$ cat src/rtl/aud_tx_pkg.sv
// Shared types for the audio transmit FIFO: register selects, the transmit
// control layout, the sample size codes and the status flag layout.
package aud_tx_pkg;

    localparam int SAMP_W = 20;
    localparam int IRQ_W  = 3;

    typedef enum logic [2:0] {
        A_MAIN  = 3'd0,
        A_TXCTL = 3'd1,
        A_STAT  = 3'd2,
        A_IMASK = 3'd3,
        A_ICLR  = 3'd4,
        A_IRQS  = 3'd5,
        A_DATA  = 3'd6
    } reg_sel_e;

    typedef enum logic [1:0] {
        SZ16 = 2'd0,
        SZ18 = 2'd1,
        SZ20 = 2'd2,
        SZ12 = 2'd3
    } size_e;

    typedef struct packed {
        logic       packed_mode;
        logic [1:0] size;
        logic       slot4;
        logic       slot3;
        logic       en;
    } txctl_t;

    typedef struct packed {
        logic busy;
        logic underrun;
        logic full;
        logic half;
        logic empty;
    } stat_t;

endpackage

$ cat src/rtl/aud_tx_regs.sv
// Register decode for the audio transmit FIFO.
// Holds main enable, transmit control and interrupt mask; produces one-cycle
// strobes for data pushes, underrun clear and the global soft clear.
// Assumes one register access per cycle.
module aud_tx_regs
    import aud_tx_pkg::*;
(
    input  logic             clk,
    input  logic             rst_n,
    input  logic             reg_wr,
    input  logic [2:0]       reg_addr,
    input  logic [31:0]      reg_wdata,
    output logic             main_en,
    output txctl_t           txctl,
    output logic [IRQ_W-1:0] imask,
    output logic             soft_clr,
    output logic             data_push,
    output logic             iclr_under
);

    reg_sel_e sel;
    logic     packed_ok;

    // Decode the selected register and the write strobes.
    always_comb begin
        sel        = reg_sel_e'(reg_addr);
        soft_clr   = reg_wr && (sel == A_MAIN) && !reg_wdata[0];
        data_push  = reg_wr && (sel == A_DATA);
        iclr_under = reg_wr && (sel == A_ICLR) && reg_wdata[0];
        packed_ok  = (reg_wdata[4:3] == SZ16) || (reg_wdata[4:3] == SZ12);
    end

    // Hold the configuration registers; a soft clear wipes them all.
    always_ff @(posedge clk) begin
        if (!rst_n || soft_clr) begin
            main_en <= 1'b0;
            txctl   <= '0;
            imask   <= '0;
        end else if (reg_wr) begin
            case (sel)
                A_MAIN:  main_en <= reg_wdata[0];
                A_TXCTL: txctl   <= {reg_wdata[5] && packed_ok, reg_wdata[4:0]};
                A_IMASK: imask   <= reg_wdata[IRQ_W-1:0];
                default: ;
            endcase
        end
    end

endmodule

$ cat src/rtl/aud_tx_pack.sv
// Sample formatter: turns one 32-bit data word into one or two 20-bit
// left-justified samples according to the size code and packed mode.
// Purely combinational.
module aud_tx_pack
    import aud_tx_pkg::*;
(
    input  logic [31:0]       wdata,
    input  txctl_t            txctl,
    output logic [SAMP_W-1:0] samp0,
    output logic [SAMP_W-1:0] samp1,
    output logic              two
);

    logic [SAMP_W-1:0] lane [2];
    logic [SAMP_W-1:0] single;

    // One formatter per 16-bit half for packed mode.
    for (genvar g = 0; g < 2; g++) begin : g_lane
        logic [15:0] half_w;
        assign half_w = wdata[16*g +: 16];
        // Left-justify one packed half.
        always_comb begin
            if (txctl.size == SZ12) lane[g] = {half_w[11:0], 8'h00};
            else                    lane[g] = {half_w, 4'h0};
        end
    end

    // Left-justify a full word for unpacked mode.
    always_comb begin
        case (size_e'(txctl.size))
            SZ16:    single = {wdata[15:0], 4'h0};
            SZ18:    single = {wdata[17:0], 2'b00};
            SZ20:    single = wdata[19:0];
            default: single = {wdata[11:0], 8'h00};
        endcase
    end

    // Select the pair or the single sample.
    always_comb begin
        two   = txctl.packed_mode;
        samp0 = two ? lane[0] : single;
        samp1 = lane[1];
    end

endmodule

$ cat src/rtl/aud_tx_ring.sv
// Circular sample buffer: up to two samples written and two read per cycle.
// Decides whether a write fits and reports the current and next level.
// Assumes DEPTH is a power of two of at least 8; pops only when level >= 2,
// so the read pointer always points at an even (left) entry.
module aud_tx_ring
    import aud_tx_pkg::*;
#(
    parameter int DEPTH = 8
) (
    input  logic              clk,
    input  logic              rst_n,
    input  logic              clr,
    input  logic              wr_req,
    input  logic              wr_two,
    input  logic [SAMP_W-1:0] samp0,
    input  logic [SAMP_W-1:0] samp1,
    input  logic              pop,
    output logic [1:0]        acc_cnt,
    output logic [$clog2(DEPTH):0] level,
    output logic [$clog2(DEPTH):0] level_nxt,
    output logic [SAMP_W-1:0] left,
    output logic [SAMP_W-1:0] right
);

    localparam int PW = $clog2(DEPTH);
    localparam int LW = PW + 1;

    logic [SAMP_W-1:0] mem [DEPTH];
    logic [PW-1:0]     wptr, rptr;
    logic [LW:0]       room_chk;

    // Decide how many samples of this write are stored.
    always_comb begin
        room_chk = {1'b0, level} + (LW+1)'(2);
        if (!wr_req)     acc_cnt = 2'd0;
        else if (wr_two) acc_cnt = (room_chk < (LW+1)'(DEPTH)) ? 2'd2 : 2'd0;
        else             acc_cnt = (level < LW'(DEPTH)) ? 2'd1 : 2'd0;
        level_nxt = level + LW'(acc_cnt) - (pop ? LW'(2) : LW'(0));
    end

    // Store accepted samples at the write pointer.
    always_ff @(posedge clk) begin
        if (acc_cnt != 2'd0) mem[wptr] <= samp0;
        if (acc_cnt == 2'd2) mem[wptr + PW'(1)] <= samp1;
    end

    // Advance pointers and level.
    always_ff @(posedge clk) begin
        if (!rst_n || clr) begin
            wptr  <= '0;
            rptr  <= '0;
            level <= '0;
        end else begin
            wptr  <= wptr + PW'(acc_cnt);
            rptr  <= rptr + (pop ? PW'(2) : PW'(0));
            level <= level_nxt;
        end
    end

    // Present the oldest pair.
    always_comb begin
        left  = mem[rptr];
        right = mem[rptr + PW'(1)];
    end

endmodule

$ cat src/rtl/aud_tx_drain.sv
// Drain control: offers a pair once the half threshold is reached and keeps
// draining after each accepted pair until fewer than two samples remain.
// Assumes the gate comes from registered configuration.
module aud_tx_drain #(
    parameter int DEPTH = 8
) (
    input  logic                   clk,
    input  logic                   rst_n,
    input  logic                   clr,
    input  logic                   gate,
    input  logic [$clog2(DEPTH):0] level,
    input  logic [$clog2(DEPTH):0] level_nxt,
    input  logic                   pair_ready,
    output logic                   pair_valid,
    output logic                   pop
);

    localparam int LW   = $clog2(DEPTH) + 1;
    localparam int HALF = DEPTH / 2;

    logic burst;

    // Offer a pair and detect the transfer.
    always_comb begin
        pair_valid = gate && (level >= LW'(2)) && ((level >= LW'(HALF)) || burst);
        pop        = pair_valid && pair_ready;
    end

    // Remember that a burst is running.
    always_ff @(posedge clk) begin
        if (!rst_n || clr) burst <= 1'b0;
        else if (!gate)    burst <= 1'b0;
        else if (pop)      burst <= (level_nxt >= LW'(2));
    end

endmodule

$ cat src/rtl/aud_tx_flags.sv
// Sticky status flags and interrupt bits. Push effects are applied first,
// then underrun clear, then drain effects, all in the same cycle.
// Assumes pushes and the underrun clear never coincide (one write per cycle).
module aud_tx_flags
    import aud_tx_pkg::*;
#(
    parameter int DEPTH = 8
) (
    input  logic                   clk,
    input  logic                   rst_n,
    input  logic                   clr,
    input  logic [1:0]             acc_cnt,
    input  logic [$clog2(DEPTH):0] level,
    input  logic [$clog2(DEPTH):0] level_nxt,
    input  logic                   pop,
    input  logic                   iclr_under,
    input  logic                   busy,
    input  logic [IRQ_W-1:0]       imask,
    output stat_t                  stat,
    output logic [IRQ_W-1:0]       irq_bits,
    output logic                   irq
);

    localparam int LW   = $clog2(DEPTH) + 1;
    localparam int HALF = DEPTH / 2;

    logic          empty_q, half_q, full_q, under_q;
    logic          empty_d, half_d, full_d, under_d;
    logic [LW-1:0] lvl_push;

    // Compute next flag values in push, clear, drain order.
    always_comb begin
        empty_d  = empty_q;
        half_d   = half_q;
        full_d   = full_q;
        under_d  = under_q;
        lvl_push = level + LW'(acc_cnt);
        if (acc_cnt != 2'd0) begin
            if (lvl_push != '0) begin
                empty_d = 1'b0;
                under_d = 1'b0;
            end
            if (lvl_push >= LW'(HALF))  half_d = 1'b0;
            if (lvl_push >= LW'(DEPTH)) full_d = 1'b1;
        end
        if (iclr_under) under_d = 1'b0;
        if (pop) begin
            full_d = 1'b0;
            if (level_nxt <= LW'(HALF)) half_d = 1'b1;
            if (level_nxt == '0) begin
                empty_d = 1'b1;
                under_d = 1'b1;
            end
        end
    end

    // Register the flags; reset leaves empty and half-empty set.
    always_ff @(posedge clk) begin
        if (!rst_n || clr) begin
            empty_q <= 1'b1;
            half_q  <= 1'b1;
            full_q  <= 1'b0;
            under_q <= 1'b0;
        end else begin
            empty_q <= empty_d;
            half_q  <= half_d;
            full_q  <= full_d;
            under_q <= under_d;
        end
    end

    // Derive status word, interrupt bits and the masked line.
    always_comb begin
        stat     = '{busy: busy, underrun: under_q, full: full_q, half: half_q, empty: empty_q};
        irq_bits = {!busy && empty_q, half_q, under_q};
        irq      = |(irq_bits & imask);
    end

endmodule

$ cat src/rtl/aud_tx_fifo.sv
// Audio transmit FIFO top: register decode, sample formatting, circular
// buffer, drain control and status flags, with a combinational read mux.
// Assumes DEPTH is a power of two from 8 to 2048.
module aud_tx_fifo
    import aud_tx_pkg::*;
#(
    parameter int DEPTH = 8
) (
    input  logic              clk,
    input  logic              rst_n,
    input  logic              reg_wr,
    input  logic [2:0]        reg_addr,
    input  logic [31:0]       reg_wdata,
    output logic [31:0]       reg_rdata,
    output logic              pair_valid,
    input  logic              pair_ready,
    output logic [SAMP_W-1:0] pair_left,
    output logic [SAMP_W-1:0] pair_right,
    output logic              irq
);

    localparam int LW = $clog2(DEPTH) + 1;

    logic              main_en, soft_clr, data_push, iclr_under, two, pop, gate;
    txctl_t            txctl;
    logic [IRQ_W-1:0]  imask, irq_bits;
    logic [SAMP_W-1:0] samp0, samp1;
    logic [1:0]        acc_cnt;
    logic [LW-1:0]     lvl, lvl_nxt;
    stat_t             st;

    aud_tx_regs u_regs (
        .clk(clk), .rst_n(rst_n), .reg_wr(reg_wr), .reg_addr(reg_addr),
        .reg_wdata(reg_wdata), .main_en(main_en), .txctl(txctl), .imask(imask),
        .soft_clr(soft_clr), .data_push(data_push), .iclr_under(iclr_under)
    );

    aud_tx_pack u_pack (
        .wdata(reg_wdata), .txctl(txctl), .samp0(samp0), .samp1(samp1), .two(two)
    );

    aud_tx_ring #(.DEPTH(DEPTH)) u_ring (
        .clk(clk), .rst_n(rst_n), .clr(soft_clr), .wr_req(data_push), .wr_two(two),
        .samp0(samp0), .samp1(samp1), .pop(pop), .acc_cnt(acc_cnt), .level(lvl),
        .level_nxt(lvl_nxt), .left(pair_left), .right(pair_right)
    );

    // Drain only when enabled and an audio slot is active.
    always_comb gate = txctl.en && (txctl.slot3 || txctl.slot4);

    aud_tx_drain #(.DEPTH(DEPTH)) u_drain (
        .clk(clk), .rst_n(rst_n), .clr(soft_clr), .gate(gate), .level(lvl),
        .level_nxt(lvl_nxt), .pair_ready(pair_ready), .pair_valid(pair_valid), .pop(pop)
    );

    aud_tx_flags #(.DEPTH(DEPTH)) u_flags (
        .clk(clk), .rst_n(rst_n), .clr(soft_clr), .acc_cnt(acc_cnt), .level(lvl),
        .level_nxt(lvl_nxt), .pop(pop), .iclr_under(iclr_under), .busy(pair_valid),
        .imask(imask), .stat(st), .irq_bits(irq_bits), .irq(irq)
    );

    // Return the selected register.
    always_comb begin
        case (reg_sel_e'(reg_addr))
            A_MAIN:  reg_rdata = {31'd0, main_en};
            A_TXCTL: reg_rdata = {26'd0, txctl};
            A_STAT:  reg_rdata = {27'd0, st};
            A_IMASK: reg_rdata = {29'd0, imask};
            A_IRQS:  reg_rdata = {29'd0, irq_bits} & 32'h7F;
            default: reg_rdata = 32'd0;
        endcase
    end

endmodule

$ cat config.mk
export PLATFORM = sky130hd
export DESIGN_NAME = aud_tx_fifo
export DESIGN_NICKNAME = d
export VERILOG_FILES = /design/src/rtl/aud_tx_pkg.sv /design/src/rtl/aud_tx_regs.sv /design/src/rtl/aud_tx_pack.sv /design/src/rtl/aud_tx_ring.sv /design/src/rtl/aud_tx_drain.sv /design/src/rtl/aud_tx_flags.sv /design/src/rtl/aud_tx_fifo.sv
export SDC_FILE = /design/constraint.sdc
export NUM_CORES = 1
export LEC_CHECK = 0
export ABC_AREA = 1
export BUFFER_PORTS_ARGS = -buffer_cell sky130_fd_sc_hd__clkbuf_2
export CORE_UTILIZATION = 50
export CTS_BUF_LIST = sky130_fd_sc_hd__clkbuf_8
export DETAILED_ROUTE_END_ITERATION = 10
export PLACE_DENSITY_LB_ADDON = 0.15
export SLEW_MARGIN = 20
export SYNTH_ARGS = -nofsm -noshare
export SYNTH_HDL_FRONTEND = slang
export SYNTH_SLANG_ARGS = --single-unit
export TNS_END_PERCENT = 100
$ cat constraint.sdc
create_clock -name clk -period 3.65 [get_ports clk]
set_input_delay 0 -clock clk [delete_from_list [all_inputs] [get_ports clk]]
set_output_delay 0 -clock clk [all_outputs]
set_load 0.02 [all_outputs]
==> results of run 1 <==
final cells by class:
type / count / area [sq um] / area share
clock inverters: 15 / 170.2 / 0.01506
well taps: 270 / 337.8 / 0.02989
repair buffers: 106 / 615.6 / 0.05447
inverters: 97 / 367.9 / 0.03255
multi-input cells: 976 / 4611 / 0.4079
clock buffers: 17 / 234.0 / 0.02070
flip-flops and latches: 184 / 4966 / 0.4394
layout by cell type (no fill, tap or decap), types with 20 or more instances in the layout:
master and instances:
nand2_1 457, nor2_1 144, edfxtp_1 128, o21ai_0 119, clkbuf_2 86, inv_1 75
dfxtp_1 55, o22ai_1 53, a21oi_1 45, nand3_1 40, conb_1 26, inv_2 20
state kept, by name, summed over array words and instances (netlist names), 2 cells and up:
name,cells
u_regs.imask,3
u_ring.mem,160
u_ring.wptr,3
u_regs.txctl,6
u_ring.rptr,2
u_ring.level,4
per-stage QoR:
step           power [uW]  cells  area, sq um  worst slack (ns)  utilization
4_1_cts              3981   1664        11290            0.9237       0.5579
5_1_grt              4097   1665        11300            0.7622       0.5586
6_report             3979   1665        11300            0.9576       0.5586
3_3_place_gp         2575   1619        10750             1.004       0.5315
3_5_place_dp         2577   1619        10750            0.9962       0.5315
2_1_floorplan        2489   1337        10430             1.104            -
timing repair:
| item | CTS | global route |
|---|---|---|
| hold endpoints to repair | 13 | 2 |
| hold buffers | 13 | 1 |
| setup endpoints to repair | 0 | 0 |
worst max-delay path by stage:
stage	start	endpoint
after global placement	u_ring.wptr[0]$_SDFF_PP0_	u_ring.mem[0][12]$_DFFE_PP_
after floorplan	u_ring.level[2]$_SDFF_PP0_	u_ring.mem[6][10]$_DFFE_PP_
after CTS	u_ring.rptr[2]$_SDFF_PP0_	pair_left[4]
after global routing	u_ring.wptr[0]$_SDFF_PP0_	u_ring.mem[7][18]$_DFFE_PP_
after detailed placement	u_ring.wptr[0]$_SDFF_PP0_	u_ring.mem[0][17]$_DFFE_PP_
final	u_ring.wptr[0]$_SDFF_PP0_	u_ring.mem[0][10]$_DFFE_PP_
power by group:
group	switching (uW)	internal [uW]
registers	11.4	2220
clock network	850	582
logic	228	88.3
cells in the mapped netlist, drive strengths merged:
cell type | n | share of area
a211o | 1 | 0.00085
a211oi | 2 | 0.0015
a21oi | 58 | 0.039
a22oi | 1 | 0.0012
a31oi | 3 | 0.0030
buf | 52 | 0.037
clkbuf | 28 | 0.010
clkinv | 1 | 0.00048
conb | 1 | 0.00036
dfxtp | 56 | 0.11
edfxtp | 128 | 0.37
fa | 2 | 0.0039
ha | 7 | 0.0085
inv | 96 | 0.035
nand2 | 472 | 0.18
nand3 | 42 | 0.023
nand3b | 2 | 0.0027
nand4 | 1 | 0.00061
nor2 | 156 | 0.066
nor3 | 2 | 0.0015
o211ai | 5 | 0.0036
o21ai | 139 | 0.068
o22ai | 53 | 0.032
or2 | 1 | 0.00061
xnor2 | 2 | 0.0017
xor2 | 1 | 0.00085
logic make-up (layout without fill, tap and decap cells):
logic type	count (synthesis)	count (layout)	synth area share
compound gates	262	262	0.1493
xor+xnor	3	3	0.002543
fa+ha+maj	9	9	0.01235
buf+inv	177	235	0.08271
flops	184	184	0.4805
other cells	1	26	0.0003629
simple gates	676	676	0.2722
critical path: stages (launching register included):
cell     delay (ns)
dfxtp_1        0.43
ha_1           0.26
or2_1          0.20
nand2_1        0.11
inv_1          0.06
nor2_1         0.12
inv_1          0.12
nor2_4         0.34
inv_2          0.14
nand2_1        0.54
layer usage:
layer	GRT usage	routed length, um
met1	0.3978	13110
met2	0.4158	12730
met3	0.03636	1902
met4	0.06737	352
met5	0	0
==> flow_summary.yaml, run 1 <==
floorplanning:
  die_area_sq_um: 21240
  dieWidth_um: 145.8
  core_sq_um: 20230
  initial_utilization: 0.5106
  fp.dieH_um: 145.8
  io_pins: 113
  rows: 52
clock_tree:
  clk_pin_slew_ns: 0.10
  cts_buffer_depth: 2
  cts_resized: 0
  h-tree-depth: 4
  clk_latency_ns: 0.48
  cts_tree: "yes"
  post_cts.repair.setup_buffers: 0
  cts_buffers: 17
  cts-root-buf: "clkbuf_8"
  clock_sinks: 184
sta:
  drv_slew: 0
  min_period_ns: 2.692
  slew_headroom: 0.4320
  hold_viol_final: 0
  fin_crit_sh: 0.7376
  finClkSkew_ns: 0.01364
  finalSetupTns_ns: 0
  setup_viol: 0
  worstMarginPinSlew_ns: 0.8463
  rsz0062_at_grt: "false"
  hold_ws_ns: 0.06845
  max_freq_ghz: 0.3714
routing:
  vias: 9094
  drtPass1Iterations: 5
  drt-initial-drc-count: 1049
  ant_nets: 0
  wl_mm: 28.09
  vias_per_cell: 5.462
  wire_per_inst_um: 16.87
  drc: 0
worst_hold_path:
  worstHoldPathCells: 5
  min_to: "u_regs.imask[2]$_SDFFE_PP0P_"
  hold_class: "input pin to flip-flop"
  min-delay-start: "reg_addr[0]"
worst_setup_path:
  r2r_slack_ns: 0.96
  r2r_cells: 9
  cp.arrival_ns: 2.81
  path_class: "flip-flop to flip-flop"
  r2r-start: "u_ring.wptr[0]$_SDFF_PP0_"
  cp_max_fo: 16
  regToRegEndpoint: "u_ring.mem[0][10]$_DFFE_PP_"
  cp-start-kind: "flip-flop"
  worstPathRequired_ns: 3.77
  cp-end-kind: "flip-flop"
grt:
  grt.total_usage: 0.2688
  grt_pass1_wl_mm: 44.38
  grt_max_degree: 80
  grt_pass1_vias: 8137
  overflow: 0
  antenna_found_initial: 0
pwr:
  peakVddDrop_mv: 0.2445
  p_per_area_nw_per_um2: 352.0
  leakage_uw: 0.005155
final_layout:
  drive_above_1_share: 0.1419
  areaGrowthSynthToFinish_pct: 9.385
  antenna_cells: 0
  n_fill_cell: 1934
  layout.nets: 1430
yosys:
  syn_avg_cell_area_sq_um: 7.875
  synth_seq_cells: 184
  synthCells: 1312
  syn-cell-area_sq_um: 10330
  seq_area_frac_synth: 0.4805
  yosysUniqueCellTypes: 44
  ys_warn_count: 0
place:
  gp_congestion: 0.8904
  port_buffers: 86
  place_hpwl_mm: 19.87
status:
  status: "complete, no violations"
flow_run:
  max-cap-violations: 0
No activity file was read; power rests on OpenSTA's default activity.
==> run 2, diff against run 1 <==
- clock period: 3.65 -> 2.4 ns (I/O delays scaled with it)
==> run 2 against run 1 <==
Net effect: cell area grew 3.0%; fmax is 18% higher; combinational power rose by 55%; wire length is 1.7% higher; utilization increased by 1.7 points; cell count rose by 2.2%; power rose by 46%; die area unchanged; first-iteration DRC count down 31%; register-to-register slack worse by 0.85 ns; critical endpoint is now u_flags.half_q$_SDFF_PP1_; largest cell class unchanged; largest power group unchanged.
==> flow_summary.yaml, run 2 (same netlist as run 1, synthesis figures left out) <==
status:
  status: "complete, no violations"
place:
  pre_cts_ws_ns: 0.03899
  place_hpwl_mm: 19.82
  port_buffers: 86
  gp_congestion: 0.8924
sta:
  rsz0062_at_grt: "true"
  worstMarginPinSlew_ns: 0.7830
  setup_viol: 0
  fin_crit_sh: 0.9534
  min_period_ns: 2.288
  drv_slew: 0
  hold_ws_ns: 0.09157
  max_freq_ghz: 0.4370
  slew_headroom: 0.4745
  finClkSkew_ns: 0.01578
  postLayoutSetupSlackWorst_ns: 0.1119
  finalSetupTns_ns: 0
  hold_viol_final: 0
routing:
  wire_per_inst_um: 16.79
  vias: 9126
  drc: 0
  ant_nets: 0
  drt-initial-drc-count: 728
  wl_mm: 28.58
  vias_per_cell: 5.362
  drtPass1Iterations: 5
clock_tree:
  h-tree-depth: 4
  cts_tree: "yes"
  cts-root-buf: "clkbuf_8"
  cts_buffers: 17
  cts_buffer_depth: 2
  clk_pin_slew_ns: 0.10
  clock_sinks: 184
  clk_latency_ns: 0.47
floorplanning:
  fp.dieH_um: 145.8
  die_area_sq_um: 21240
  rows: 52
  core_sq_um: 20230
  io_pins: 113
  initial_utilization: 0.5106
  dieWidth_um: 145.8
worst_setup_path:
  worstPathRequired_ns: 2.77
  path_class: "flip-flop to flip-flop"
  cp.arrival_ns: 2.66
  critPathSlowestCell: "fa_1"
  cp-end-kind: "flip-flop"
  cp_max_fo: 4
  cp_slowest_stage_delay_ns: 0.43
  cp-start-kind: "flip-flop"
  path_cells: "inv_2 -> nand2_2 -> nor2_4 -> nand2_1 -> nor2_2 -> ha_2 -> fa_1 -> inv_2 -> ha_2 -> ha_4 -> nand3b_1 -> nand2_2 -> o211ai_1 -> nand2_1"
  critPathLaunch: "u_ring.level[3]$_SDFF_PP0_"
  r2r-start: "u_ring.level[3]$_SDFF_PP0_"
pwr:
  peakVddDrop_mv: 0.3174
  p_per_area_nw_per_um2: 499.5
  leakage_uw: 0.005342
  power_uw: 5816
final_layout:
  antenna_cells: 0
  final_common_cell: "nand2_1"
  final_cell_mix: "nand2_1, nor2_1, edfxtp_1"
  largest_register_ffs: 160
  regMostFlops: "u_ring.mem"
  top_regs: "u_ring.mem: 160 flops, u_regs.txctl: 6 flops, u_ring.level: 4 flops"
  layout.nets: 1467
  areaGrowthSynthToFinish_pct: 12.70
  drive_above_1_share: 0.1669
grt:
  overflow: 0
  grt_pass1_vias: 8543
  grt_max_degree: 80
  grt.total_usage: 0.2752
  grt_pass1_wl_mm: 45.60
  antenna_found_initial: 0
worst_hold_path:
  min-delay-start: "reg_addr[0]"
  hold_class: "input pin to flip-flop"
flow_run:
  max-cap-violations: 0
run 2: cell type report:
class,count,area (sq um)
fill,1917,8589
sequential,184,4967
multi-input combinational,976,4652
timing repair buffer,143,968.4
inverter,97,367.9
tap,270,337.8
clock buffer,17,234.0
clock inverter,15,117.6
run 2: worst paths after layout:
check	cells past startpoint	to	slack, ns
worst max-delay path	14	u_flags.half_q$_SDFF_PP1_	0.11
worst min register to register	2	u_ring.mem[2][1]$_SDFFE_PP0P_	0.47
worst min-delay path	5	u_flags.under_q$_SDFF_PP0_	0.09
worst max register to register	14	u_flags.half_q$_SDFF_PP1_	0.11
run 2: repair_timing:
action / CTS / global route
gates resized for setup: 0 / 13
setup endpoints to repair: 0 / 6
hold endpoints to repair: 22 / 0
setup buffers: 0 / 2
hold buffers: 18 / 0
run 2: metrics by stage:
step / util / instance area, sq um / instances
2_1_floorplan: - / 10430 / 1337
3_3_place_gp: 0.5464 / 11060 / 1651
3_5_place_dp: 0.5464 / 11060 / 1651
4_1_cts: 0.5727 / 11590 / 1701
5_1_grt: 0.5755 / 11640 / 1702
6_report: 0.5755 / 11640 / 1702
run 2: power by group:
group          switching (uW)  total (uW)  internal [uW]
Combinational             345         490            145
Sequential               13.1        3390           3370
Clock                    1200        1940            738
Total                    1560        5820           4260
run 2: metal layers:
layer / track usage / part of all wire / up-vias
met1: 0.3815 / 0.45 / 4239
met5: 0 / 0 / -
met2: 0.4457 / 0.47 / 368
met4: 0.07316 / 0.014 / 0
met3: 0.04734 / 0.072 / 34
li1: - / - / 4485
run 2: worst max-delay path: cells and delay by family, from the launching register on:
kind | cells | cell delay (ns)
fa+ha+maj | 4 | 0.96
flops | 1 | 0.34
compound gates | 1 | 0.09
buf+inv | 2 | 0.13
simple gates | 7 | 0.66
